==> config.mk <==
export PLATFORM = sky130hd
export DESIGN_NAME = hazard_fwd_unit
export DESIGN_NICKNAME = d
export VERILOG_FILES = /design/src/rtl/hazard_fwd_unit.sv
export SDC_FILE = /design/constraint.sdc
export NUM_CORES = 1
export LEC_CHECK = 0
export BUFFER_PORTS_ARGS = -buffer_cell sky130_fd_sc_hd__clkbuf_2
export CELL_PAD_IN_SITES_DETAIL_PLACEMENT = 0
export CELL_PAD_IN_SITES_GLOBAL_PLACEMENT = 1
export CORE_ASPECT_RATIO = 1.5
export CORE_MARGIN = 4
export CORE_UTILIZATION = 26
export DETAILED_ROUTE_END_ITERATION = 10
export PLACE_DENSITY_LB_ADDON = 0.1
export SYNTH_ARGS = -nofsm -noshare
export SYNTH_HDL_FRONTEND = slang
export SYNTH_SLANG_ARGS = --single-unit
==> constraint.sdc <==
create_clock -name vclk -period 1.8
set_clock_uncertainty 0.15 [all_clocks]
set_input_delay 0.36 -clock vclk [all_inputs]
set_output_delay 0.36 -clock vclk [all_outputs]
set_load 0.005 [all_outputs]
==> src/rtl/hazard_fwd_unit.sv <==
module hazard_fwd_unit #(
  parameter int REG_W = 5
) (
  input  logic             clk,
  input  logic             rst_n,
  input  logic [REG_W-1:0] id_rs,
  input  logic [REG_W-1:0] id_rt,
  input  logic             id_branch,
  input  logic             id_br_taken,
  input  logic [REG_W-1:0] ex_rs,
  input  logic [REG_W-1:0] ex_rt,
  input  logic [REG_W-1:0] ex_rd,
  input  logic             ex_regwrite,
  input  logic             ex_memread,
  input  logic [REG_W-1:0] mem_rd,
  input  logic             mem_regwrite,
  input  logic             mem_memread,
  input  logic [REG_W-1:0] wb_rd,
  input  logic             wb_regwrite,
  output logic [1:0]       id_fwd_a,
  output logic [1:0]       id_fwd_b,
  output logic [1:0]       ex_fwd_a,
  output logic [1:0]       ex_fwd_b,
  output logic             stall,
  output logic             flush
);

  localparam logic [1:0]       SEL_REG = 2'b00;
  localparam logic [1:0]       SEL_MEM = 2'b01;
  localparam logic [1:0]       SEL_WB  = 2'b10;
  localparam logic [REG_W-1:0] RZERO   = '0;

  function automatic logic [1:0] pick(input logic hit_mem, input logic hit_wb);
    return hit_mem ? SEL_MEM : (hit_wb ? SEL_WB : SEL_REG);
  endfunction

  logic ex_live, mem_live, mem_alu, wb_live;
  assign ex_live  = ex_regwrite  && (ex_rd  != RZERO);
  assign mem_live = mem_regwrite && (mem_rd != RZERO);
  assign mem_alu  = mem_live && !mem_memread;
  assign wb_live  = wb_regwrite  && (wb_rd  != RZERO);

  assign ex_fwd_a = pick(mem_live && mem_rd == ex_rs, wb_live && wb_rd == ex_rs);
  assign ex_fwd_b = pick(mem_live && mem_rd == ex_rt, wb_live && wb_rd == ex_rt);
  assign id_fwd_a = pick(mem_alu && mem_rd == id_rs, wb_live && wb_rd == id_rs);
  assign id_fwd_b = pick(mem_alu && mem_rd == id_rt, wb_live && wb_rd == id_rt);

  logic ex_dep, mem_dep, load_use, br_ex, br_mem;
  assign ex_dep   = ex_live && (ex_rd == id_rs || ex_rd == id_rt);
  assign mem_dep  = mem_live && (mem_rd == id_rs || mem_rd == id_rt);
  assign load_use = ex_memread && ex_dep;
  assign br_ex    = id_branch && ex_dep;
  assign br_mem   = id_branch && mem_memread && mem_dep;

  assign stall = load_use || br_ex || br_mem;
  assign flush = id_branch && id_br_taken && !stall;

  assert_load_use_stall_R4: assert property (@(posedge clk) disable iff (!rst_n)
    (ex_memread && ex_regwrite && ex_rd != RZERO && (ex_rd == id_rs || ex_rd == id_rt)) |-> stall);

  assert_branch_alu_stall_R5: assert property (@(posedge clk) disable iff (!rst_n)
    (id_branch && ex_regwrite && ex_rd != RZERO && ex_rd == id_rs) |-> stall);

  assert_branch_load_mem_R6: assert property (@(posedge clk) disable iff (!rst_n)
    (id_branch && mem_memread && mem_regwrite && mem_rd != RZERO && mem_rd == id_rt) |-> stall);

  assert_exmem_sel_valid_R1: assert property (@(posedge clk) disable iff (!rst_n)
    (ex_fwd_a == SEL_MEM) |-> (mem_regwrite && mem_rd == ex_rs && ex_rs != RZERO));

  assert_zero_not_fwd_R3: assert property (@(posedge clk) disable iff (!rst_n)
    (ex_rt == RZERO) |-> (ex_fwd_b == SEL_REG));

  assert_id_no_load_mem_R7: assert property (@(posedge clk) disable iff (!rst_n)
    (mem_memread) |-> (id_fwd_a != SEL_MEM && id_fwd_b != SEL_MEM));

  assert_flush_needs_taken_R8: assert property (@(posedge clk) disable iff (!rst_n)
    flush |-> (id_branch && id_br_taken));

  assert_stall_beats_flush_R9: assert property (@(posedge clk) disable iff (!rst_n)
    stall |-> !flush);

endmodule

Word level (Yosys, flattened, before mapping):

Index checks and enable logic that the tools add are counted.

* eq/ne operators: 10
* multiplexer cells: 8
* reductions and logical operators: 29

Operators with widths (count)
* $eq A5 B5 Y1: 10
* $logic_and A1 B1 Y1: 20
* $mux W2: 8
* $reduce_bool A5 Y1: 3
* $logic_or A1 B1 Y1: 4
* $logic_not A1 Y1: 2

* register bits after elaboration: 0
* input port bits: 44
* output and inout bits: 10
* logic and storage cells: 47

Logic depth before layout (Yosys ltp):

Gate-level depths: netlist of the first run.

* depth after elaboration: 8
* gate-level depth with buffers: 6
* mapped depth without buffers: 5

Worst setup path before layout of the first run:

No wires, ideal clock.

* path type: in2out
* start: input port mem_rd[4]
* end: output port ex_fwd_a[1]
* data arrival time: 1585 ps
* data required time: 1290 ps
* setup slack: -295 ps
* cell stages on the path: 5
* buffers on the path: 1
* cell sequence: buf_2 > or4_4 > o21ai_4 > nor4_1 > nor4_2

* longest elaborated chain between the ends: 4
* elaborated cells between the ends (all ways): 5
* those cells by class: 1 x eq/ne; 1 x mux; 3 x reduce/logical

RTL lines
* from (decl): RTL line 15 `input logic [REG_W-1:0] mem_rd,`
* $reduce_bool A5 Y1: RTL line 39 `assign mem_live = mem_regwrite && (mem_rd != RZERO);`
* $logic_and A1 B1 Y1: RTL line 39
* $logic_and A1 B1 Y1 (*): RTL line 43 `assign ex_fwd_a = pick(mem_live && mem_rd == ex_rs, wb_live && wb_rd == ex_rs);`
* $mux W2 (*): RTL line 34 `return hit_mem ? SEL_MEM : (hit_wb ? SEL_WB : SEL_REG);`
* to (decl): RTL line 22 `output logic [1:0] ex_fwd_a,`

Every way passes the cells marked *; elsewhere a longest branch is shown, timed or not.

Worst setup path in the final report of the first run:

* start: input port mem_rd[1]
* end: output port id_fwd_b[1]

* longest elaborated chain between the ends: 5
* elaborated cells between the ends (all ways): 6
* those cells by class: 1 x eq/ne; 1 x mux; 4 x reduce/logical

RTL lines
* $reduce_bool A5 Y1: RTL line 39
* $logic_and A1 B1 Y1: RTL line 39
* $logic_and A1 B1 Y1: RTL line 40 `assign mem_alu = mem_live && !mem_memread;`
* $logic_and A1 B1 Y1 (*): RTL line 46 `assign id_fwd_b = pick(mem_alu && mem_rd == id_rt, wb_live && wb_rd == id_rt);`
* $mux W2 (*): RTL line 34
* to (decl): RTL line 21 `output logic [1:0] id_fwd_b,`

Marked as above.

==> qor.txt, run 1 <==
Outcome -> complete, but fails checks
Failing checks -> setup timing
Top cell type's share of synthesized area -> 41.5%
RSZ-0062 raised after global routing -> true
Period Utilization, post-route -> 122%
First-pass GRT wire length -> 4420 um
Final hold vios -> 0
Adder-cell share of the synthesized area -> 0%
Final setup violation count -> 10
Synth area leaders -> xor2_1 (42%), xnor2_1 (18%), nor4_2 (6.8%), or4_1 (6.1%), buf_2 (4.7%)
Die width -> 51.5 um
Post-route ant nets -> 0
Post-synthesis compound-gate area fraction -> 8.31%
Count leader, synth -> xor2_1
Dpl cell area -> 1260 sq um
Std-Cell Rows -> 23
Post-synthesis cell area -> 738 sq um
Yosys cell types -> 19
Routed length per instance -> 13.3 um
Setup CP Type -> in -> out
Worst-margin pin slew -> 0.307 ns
Proportion of synthesized area in mux cells -> 0%
CTS hold repair buffers -> 0
Largest net degree at the start of global routing -> 6
Sw frac -> 44.3%
Pwr dens -> 221 nW/um^2
Core area -> 2710 sq um
Post-synthesis xor/xnor area fraction -> 59.3%
Worst Path Arrival -> 1.68 ns
Slew margin rel. -> 79.3%
Vias in the first global route -> 1024
NumNets Final -> 222
Main combinational cell family by area after synthesis -> XOR/XNOR gates
Min-delay src -> id_br_taken
Port-buffer cells -> 52
Non-Filler Cell Area, Final -> 1440 sq um
Design Power -> 0.000318 W
Die Y-Extent -> 73.3 um
Reg power frac -> 0%
Final worst slack -> -0.392 ns
DR vias/cell -> 4.46
NetSw -> 0.000141 W
P_int -> 0.000177 W
Reg area -> 0 sq um
Worst VDD drop -> 106 uV
Synthesis-to-layout area growth -> 94.7%
Register area share after synthesis -> 0%
Cell accounting for the most synthesized area -> xor2_1
Share of layout cells above drive strength 1 -> 62.5%
1st-pass router iterations -> 3
Syn avg cell area -> 8.02 sq um
Comb pwr share -> 100.0%
Syn Inst Count -> 92
Setup TNS -> -3.40 ns
Initial antenna violation count -> 0
Hold path cells -> 3
YS warnings -> 0
Final Max Slew Viols -> 0
Initial DRC Count -> 2
Starting density of the core -> 27.3%
Critical path required time -> 1.29 ns
Via Count -> 951
Clk_buf instances -> 0
Min cycle time layout -> 2.19 ns
Hold endpoint -> flush
Grt total ovfl -> 0
Routed wire length -> 2830 um
Syn nets -> 136
Fmax -> 456 MHz
N_diodes -> 0
P_leak -> 0.683 nW
Post-DP HPWL -> 2540 um
Crit-path max FO -> 4
Clock share of power -> 0%
Post-Synth Simple-Gate Area -> 24.1%
Placer Congestion -> 0.756
DRC -> 0
Max Cap Viol -> 0
Synth cell count leaders -> xor2_1 (35), xnor2_1 (15), buf_2 (7), nor3_1 (6), or4_1 (6)
Worst min-delay path class -> in -> out
Worst Setup End Kind -> primary output
Ports -> 54
Die Area -> 3770 sq um
CP startpoint kind -> input port
FFs & Latches -> 0
Total track usage -> 15.1%
-- logic make-up after synthesis --
logic type,Yosys count
buffers and inverters,10
and+or+nand+nor,25
xor gates and xnor gates,50
AOI/OAI and AO/OA,7
-- layout by cell type (no fill, tap or decap) --
cell      synthesis  layout
buf_4             0      40
clkbuf_2          0      39
xor2_1           35      35
xnor2_1          15      14
buf_6             2       8
buf_2             7       5
nand3_1           5       4
nor4_2            4       4
or4_1             6       4
or4_4             1       3
nor3_1            6       3
nor4_4            0       2
nor3_2            0       2
o21ai_4           1       1
xnor2_2           0       1
o21ai_2           0       1
nand3_2           0       1
nor3_4            0       1
a31oi_1           1       1
o221ai_1          1       1
nand2_1           1       1
a211o_1           1       1
o21ai_1           1       1
o2111a_1          1       1
buf_8             0       1
clkbuf_8          0       1
-- stage by stage --
| stage | setup WS (ns) | hold WS, ns | cells | utilization (%) |
|---|---|---|---|---|
| 6_report | -0.392 | 0.865 | 213 | 53.1 |
| 5_1_grt | -0.440 | 0.888 | 213 | 53.1 |
| 4_1_cts | -0.388 | 0.869 | 212 | 50.1 |
| 3_5_place_dp | -0.442 | 0.869 | 208 | 46.6 |
| 3_3_place_gp | -0.425 | 0.868 | 208 | 46.6 |
| 2_1_floorplan | -0.171 | 0.621 | 92 | - |
-- power groups by stage --
stage                     Clock (W)  Combinational, W  Sequential (W)
final                             0          0.000318               0
after global routing              0          0.000348               0
after CTS                         0          0.000299               0
after detailed placement          0          0.000277               0
after global placement            0          0.000275               0
after floorplan                   0          0.000141               0
-- critical path: stages --
cell	delay, ns
buf_8	0.10
or4_4	0.53
o21ai_4	0.22
buf_6	0.15
nor3_4	0.04
nor4_2	0.13
buf_2	0.15
-- how the worst max path moves through the flow --
stage / start / slack, ns / cells after the start / endpoint
3_5_place_dp: wb_rd[4] / -0.44 / 6 / ex_fwd_a[1]
6_report: mem_rd[1] / -0.39 / 7 / id_fwd_b[1]
4_1_cts: wb_rd[4] / -0.39 / 6 / ex_fwd_a[1]
5_1_grt: mem_rd[1] / -0.44 / 7 / ex_fwd_a[1]
2_1_floorplan: mem_rd[1] / -0.17 / 5 / flush
3_3_place_gp: wb_rd[4] / -0.43 / 6 / ex_fwd_a[1]
-- cell type report --
class                      count  area [sq um]
tap                           37          46.3
multi-input combinational     82           752
fill                         293          1270
timing repair buffer          94           639
-- routing by layer --
layer	up-vias	part of all wire [%]	GRT usage, %	wire length (um)
met4	0	0	0	0
met3	0	6.4	1.01	180
met1	433	34	15.2	970
met5	-	0	0	0
met2	30	59	33.6	1680
li1	488	-	-	-
-- what timing repair did --
item,CTS,global route
setup endpoints to repair,10,10
setup buffers,4,1
gates resized for setup,13,30
pin swaps,2,5
Note: power is estimated with default switching activity, not from simulation.
==> inputs of run 2 (changes only) <==
- CORE_ASPECT_RATIO: 1.5 -> not set
- clock period: 1.8 -> 2 ns (I/O delays scaled with it)
==> run 2 against run 1 <==
  * The flow still finishes with violations (setup timing)
  * Global-route usage shrank 1.0 points
  * Critical path depth fell by 1
  * Highest routed layer unchanged
  * Die area is 0.46% lower
  * Final cell count down 6.1%
  * First-iteration DRC count increased to 10 times the previous value
  * Utilization decreased by 5.6 points
  * Combinational power down 19%
  * Flip-flop and latch count stayed put
  * Via count fell by 6.1%
  * Power shrank 19%
==> qor.txt, run 2 (same netlist as run 1, synthesis figures left out) <==
Outcome -> complete, but fails checks
Failing checks -> setup timing
Ports -> 54
Final Max Slew Viols -> 0
Fill cell count -> 314
Setup CP Type -> in -> out
Min cycle time layout -> 2.23 ns
Final Core Density -> 47.6%
Non-Filler Cell Area, Final -> 1300 sq um
Synthesis-to-layout area growth -> 76.1%
Clk_buf instances -> 0
Slew margin rel. -> 73.2%
Design Power -> 0.000257 W
Worst VDD drop -> 95.5 uV
Die Area -> 3760 sq um
Pre-CTS setup slack -> -0.335 ns
Initial antenna violation count -> 0
P_leak -> 0.626 nW
DRC -> 0
Die width -> 61.3 um
Most frequent cells in the layout -> clkbuf_2 (43), xor2_1 (35), buf_4 (33)
Worst min-delay path class -> in -> out
Final setup violation count -> 10
GR met2 Demand/Resource -> 25.8%
Core area -> 2730 sq um
Post-CTS Setup Inserts -> 0
Slowest stage cell, crit path -> or4_4
Met1 Use GR -> 19.5%
Worst-margin pin slew -> 0.399 ns
Worst Path Arrival -> 1.68 ns
DR vias/cell -> 4.47
Crit-path max FO -> 5
Period Utilization, post-route -> 112%
CP startpoint kind -> input port
Leading cell type in the layout, fill and taps excluded -> clkbuf_2
CTS hold repair buffers -> 0
NumNets Final -> 215
Routed wire length -> 2570 um
Final hold vios -> 0
CP bufs+invs -> 2
Max Cap Viol -> 0
Final worst slack -> -0.231 ns
First-pass GRT wire length -> 4080 um
FFs & Latches -> 0
Global route hottest layer -> met2
1st-pass router iterations -> 4
Cells along the critical path -> buf_8 -> or4_4 -> o21ai_4 -> a211o_1 -> o2111a_1 -> buf_2
Routed length per instance -> 12.9 um
Fmax -> 448 MHz
Total track usage -> 14.1%
RSZ-0062 raised after global routing -> true
Port-buffer cells -> 52
Post-route ant nets -> 0
Std-Cell Rows -> 19
Grt total ovfl -> 0
Placer Congestion -> 0.777
Initial DRC Count -> 20
Worst Setup End Kind -> primary output
Critical path required time -> 1.45 ns
Reg area -> 0 sq um
Vias in the first global route -> 896
CP top delay family -> compound AO/OA/AOI/OAI gates
Starting density of the core -> 27.0%
Dpl cell area -> 1240 sq um
Die Y-Extent -> 61.3 um
Met3 usage -> 0.210%
N_diodes -> 0
Pwr dens -> 198 nW/um^2
Via Count -> 893
Post-DP HPWL -> 2290 um
Share of layout cells above drive strength 1 -> 58.6%
Largest stage delay on the critical path -> 0.53 ns
Largest net degree at the start of global routing -> 6
run 2: cell count changes in the layout (fill, tap and decap cells not counted), sizes merged:
cell and delta:
clkbuf +5, buf -12
run 2: area by class of cell:
| cell class | instances | area [sq um] | area share (%) |
|---|---|---|---|
| Multi-Input combinational cell | 82 | 703 | 54.1 |
| Timing Repair Buffer | 87 | 558 | 42.9 |
| Tap cell | 31 | 38.8 | 2.98 |
run 2: path summary, 6_finish.rpt:
path   startpoint  slack, ns    end  depth (start not counted)
max     mem_rd[1]      -0.23  flush                          6
min   id_br_taken       0.96  flush                          3
run 2: what timing repair did:
| item | in CTS | in global routing |
|---|---|---|
| resized for setup | 6 | 16 |
| setup endpoints to repair | 10 | 10 |
| pin swaps | 1 | 2 |
run 2: metrics by stage:
| stage | hold slack (ns) | cells | TNS (ns) |
|---|---|---|---|
| after floorplan | 0.701 | 92 | -0.157 |
| after global placement | 0.945 | 200 | -2.09 |
| after detailed placement | 0.956 | 200 | -2.17 |
| after CTS | 0.957 | 200 | -2.01 |
| after global routing | 0.991 | 200 | -2.61 |
| final | 0.961 | 200 | -1.75 |
run 2: report_power, final:
part	internal [W]	switching, W
registers	0	0
logic	0.000142	0.000115
clock network	0	0
total	0.000142	0.000115
run 2: per-layer routing:
metal / vias to the layer above / wire length (um)
li1: 472 / -
met1: 391 / 1110
met2: 30 / 1290
met3: 0 / 169
met4: 0 / 0
met5: - / 0
==> inputs of run 3 (changes only) <==
- ABC_AREA: not set -> 1
- RECOVER_POWER: not set -> 50
- TNS_END_PERCENT: not set -> 20
==> run 3 against run 2 <==
  * The run now ends clean
  * Synthesized cell count is 75% higher
  * Combinational power fell by 12%
  * Non-clock buffer count is 35 lower
  * Count of clock-buffer cells in the layout stayed put
  * Largest power group unchanged
  * Highest routed layer unchanged
  * Design area is 11% lower
  * Maximum frequency up 18%
  * Final cell count is 25% higher
  * Hold slack worse by 0.037 ns
  * Critical path depth unchanged
==> qor.txt, run 3 <==
Outcome -> finished, final reports clean
P_leak -> 0.668 nW
Core area -> 3130 sq um
Worst Path Arrival -> 1.34 ns
Synth cell count leaders -> nand2_1 (48), xnor2_1 (20), nor2_1 (19), inv_1 (17), xor2_1 (14)
Period Utilization, post-route -> 94.6%
Reg area -> 0 sq um
Yosys cell types -> 22
Pre-CTS setup slack -> 0.0651 ns
Final setup violation count -> 0
Synth area leaders -> nand2_1 (21%), xnor2_1 (20%), xor2_1 (14%), nor2_1 (8.1%), inv_1 (7.3%)
Post-DP HPWL -> 2460 um
Fill cell count -> 367
Max Cap Viol -> 0
First-pass GRT wire length -> 4560 um
Syn Inst Count -> 161
WHS -> 0.924 ns
Routed length per instance -> 11.0 um
FFs & Latches -> 0
Starting density of the core -> 28.0%
Via Count -> 1049
Clk_buf instances -> 0
Share of layout cells above drive strength 1 -> 34.6%
Placer Congestion -> 0.738
Setup CP Type -> in -> out
Die Area -> 4370 sq um
Worst VDD drop -> 66.8 uV
Met1 Use GR -> 18.1%
N_diodes -> 0
Final Max Slew Viols -> 0
Crit-path max FO -> 5
Synthesis-to-layout area growth -> 32.5%
DRC -> 0
Most frequent cells in the layout -> clkbuf_2 (49), nand2_1 (48), xnor2_1 (20)
Worst Setup End Kind -> primary output
Post-route ant nets -> 0
Design Power -> 0.000227 W
Routed wire length -> 2740 um
NumNets Final -> 251
Pwr dens -> 196 nW/um^2
Ports -> 54
DR vias/cell -> 4.21
Syn nets -> 205
Min cycle time layout -> 1.89 ns
Port-buffer cells -> 52
Leading cell type in the layout, fill and taps excluded -> clkbuf_2
Grt total ovfl -> 0
Top cell type's share of synthesized area -> 20.5%
Global route hottest layer -> met2
Initial DRC Count -> 37
YS warnings -> 0
Post-CTS Setup Inserts -> 0
Register area share after synthesis -> 0%
CTS hold repair buffers -> 0
Syn avg cell area -> 5.45 sq um
Final worst slack -> 0.107 ns
1st-pass router iterations -> 4
Vias in the first global route -> 1025
Total track usage -> 13.0%
Initial antenna violation count -> 0
Final hold vios -> 0
Met3 usage -> 0.680%
Worst min-delay path class -> in -> out
GR met2 Demand/Resource -> 23.3%
Count leader, synth -> nand2_1
Fmax -> 528 MHz
Cell accounting for the most synthesized area -> nand2_1
Die Y-Extent -> 66.1 um
Die width -> 66.1 um
Critical path required time -> 1.45 ns
Std-Cell Rows -> 20
Largest net degree at the start of global routing -> 7
Slew margin rel. -> 82.2%
Worst-margin pin slew -> 0.265 ns
CP startpoint kind -> input port
Post-synthesis cell area -> 877 sq um
run 3: path summary, 6_finish.rpt:
| check | cells past startpoint | to | startpoint |
|---|---|---|---|
| hold / removal | 4 | flush | id_br_taken |
| setup / recovery | 6 | ex_fwd_b[1] | wb_rd[1] |
run 3: cells by family after synthesis:
kind of cell	Yosys count	synth area share, %
xor+xnor	34	34.0
simple gates	92	47.9
compound gates	4	2.57
buf+inv	31	15.5
run 3: final cells by class:
class                      count  area, sq um  share of cell area [%]
inverter                      23         86.3                    7.43
tap                           44         55.1                    4.74
timing repair buffer          52          268                    23.0
multi-input combinational    130          753                    64.8
run 3: layer usage:
layer,part of all wire [%],vias up
li1,-,574
met1,48,453
met2,47,22
met3,4.5,0
met4,0,0
met5,0,-
run 3: repair_timing:
item,in CTS,in global routing
endpoints found under the hold margin,0,0
endpoints found under the setup margin,0,5
gates resized for setup,0,11
run 3: where the power goes:
group          internal [W]  switching [W]  total (W)
clock network             0              0          0
logic              0.000101       0.000126   0.000227
registers                 0              0          0
total              0.000101       0.000126   0.000227
run 3: worst max-delay path, cell delays in order:
cell and delay (ns):
clkbuf_2 0.15, xor2_1 0.18, nor3_1 0.27, nand4_1 0.13, nor2_1 0.10, clkbuf_2 0.12
run 3: stage by stage:
stage | setup TNS, ns | util [%] | cell area [sq um] | cells
6_report | 0 | 37.2 | 1160 | 249
3_3_place_gp | 0 | 36.5 | 1140 | 249
5_1_grt | -0.00172 | 37.2 | 1160 | 249
3_5_place_dp | 0 | 36.5 | 1140 | 249
2_1_floorplan | 0 | - | 877 | 161
4_1_cts | 0 | 36.5 | 1140 | 249
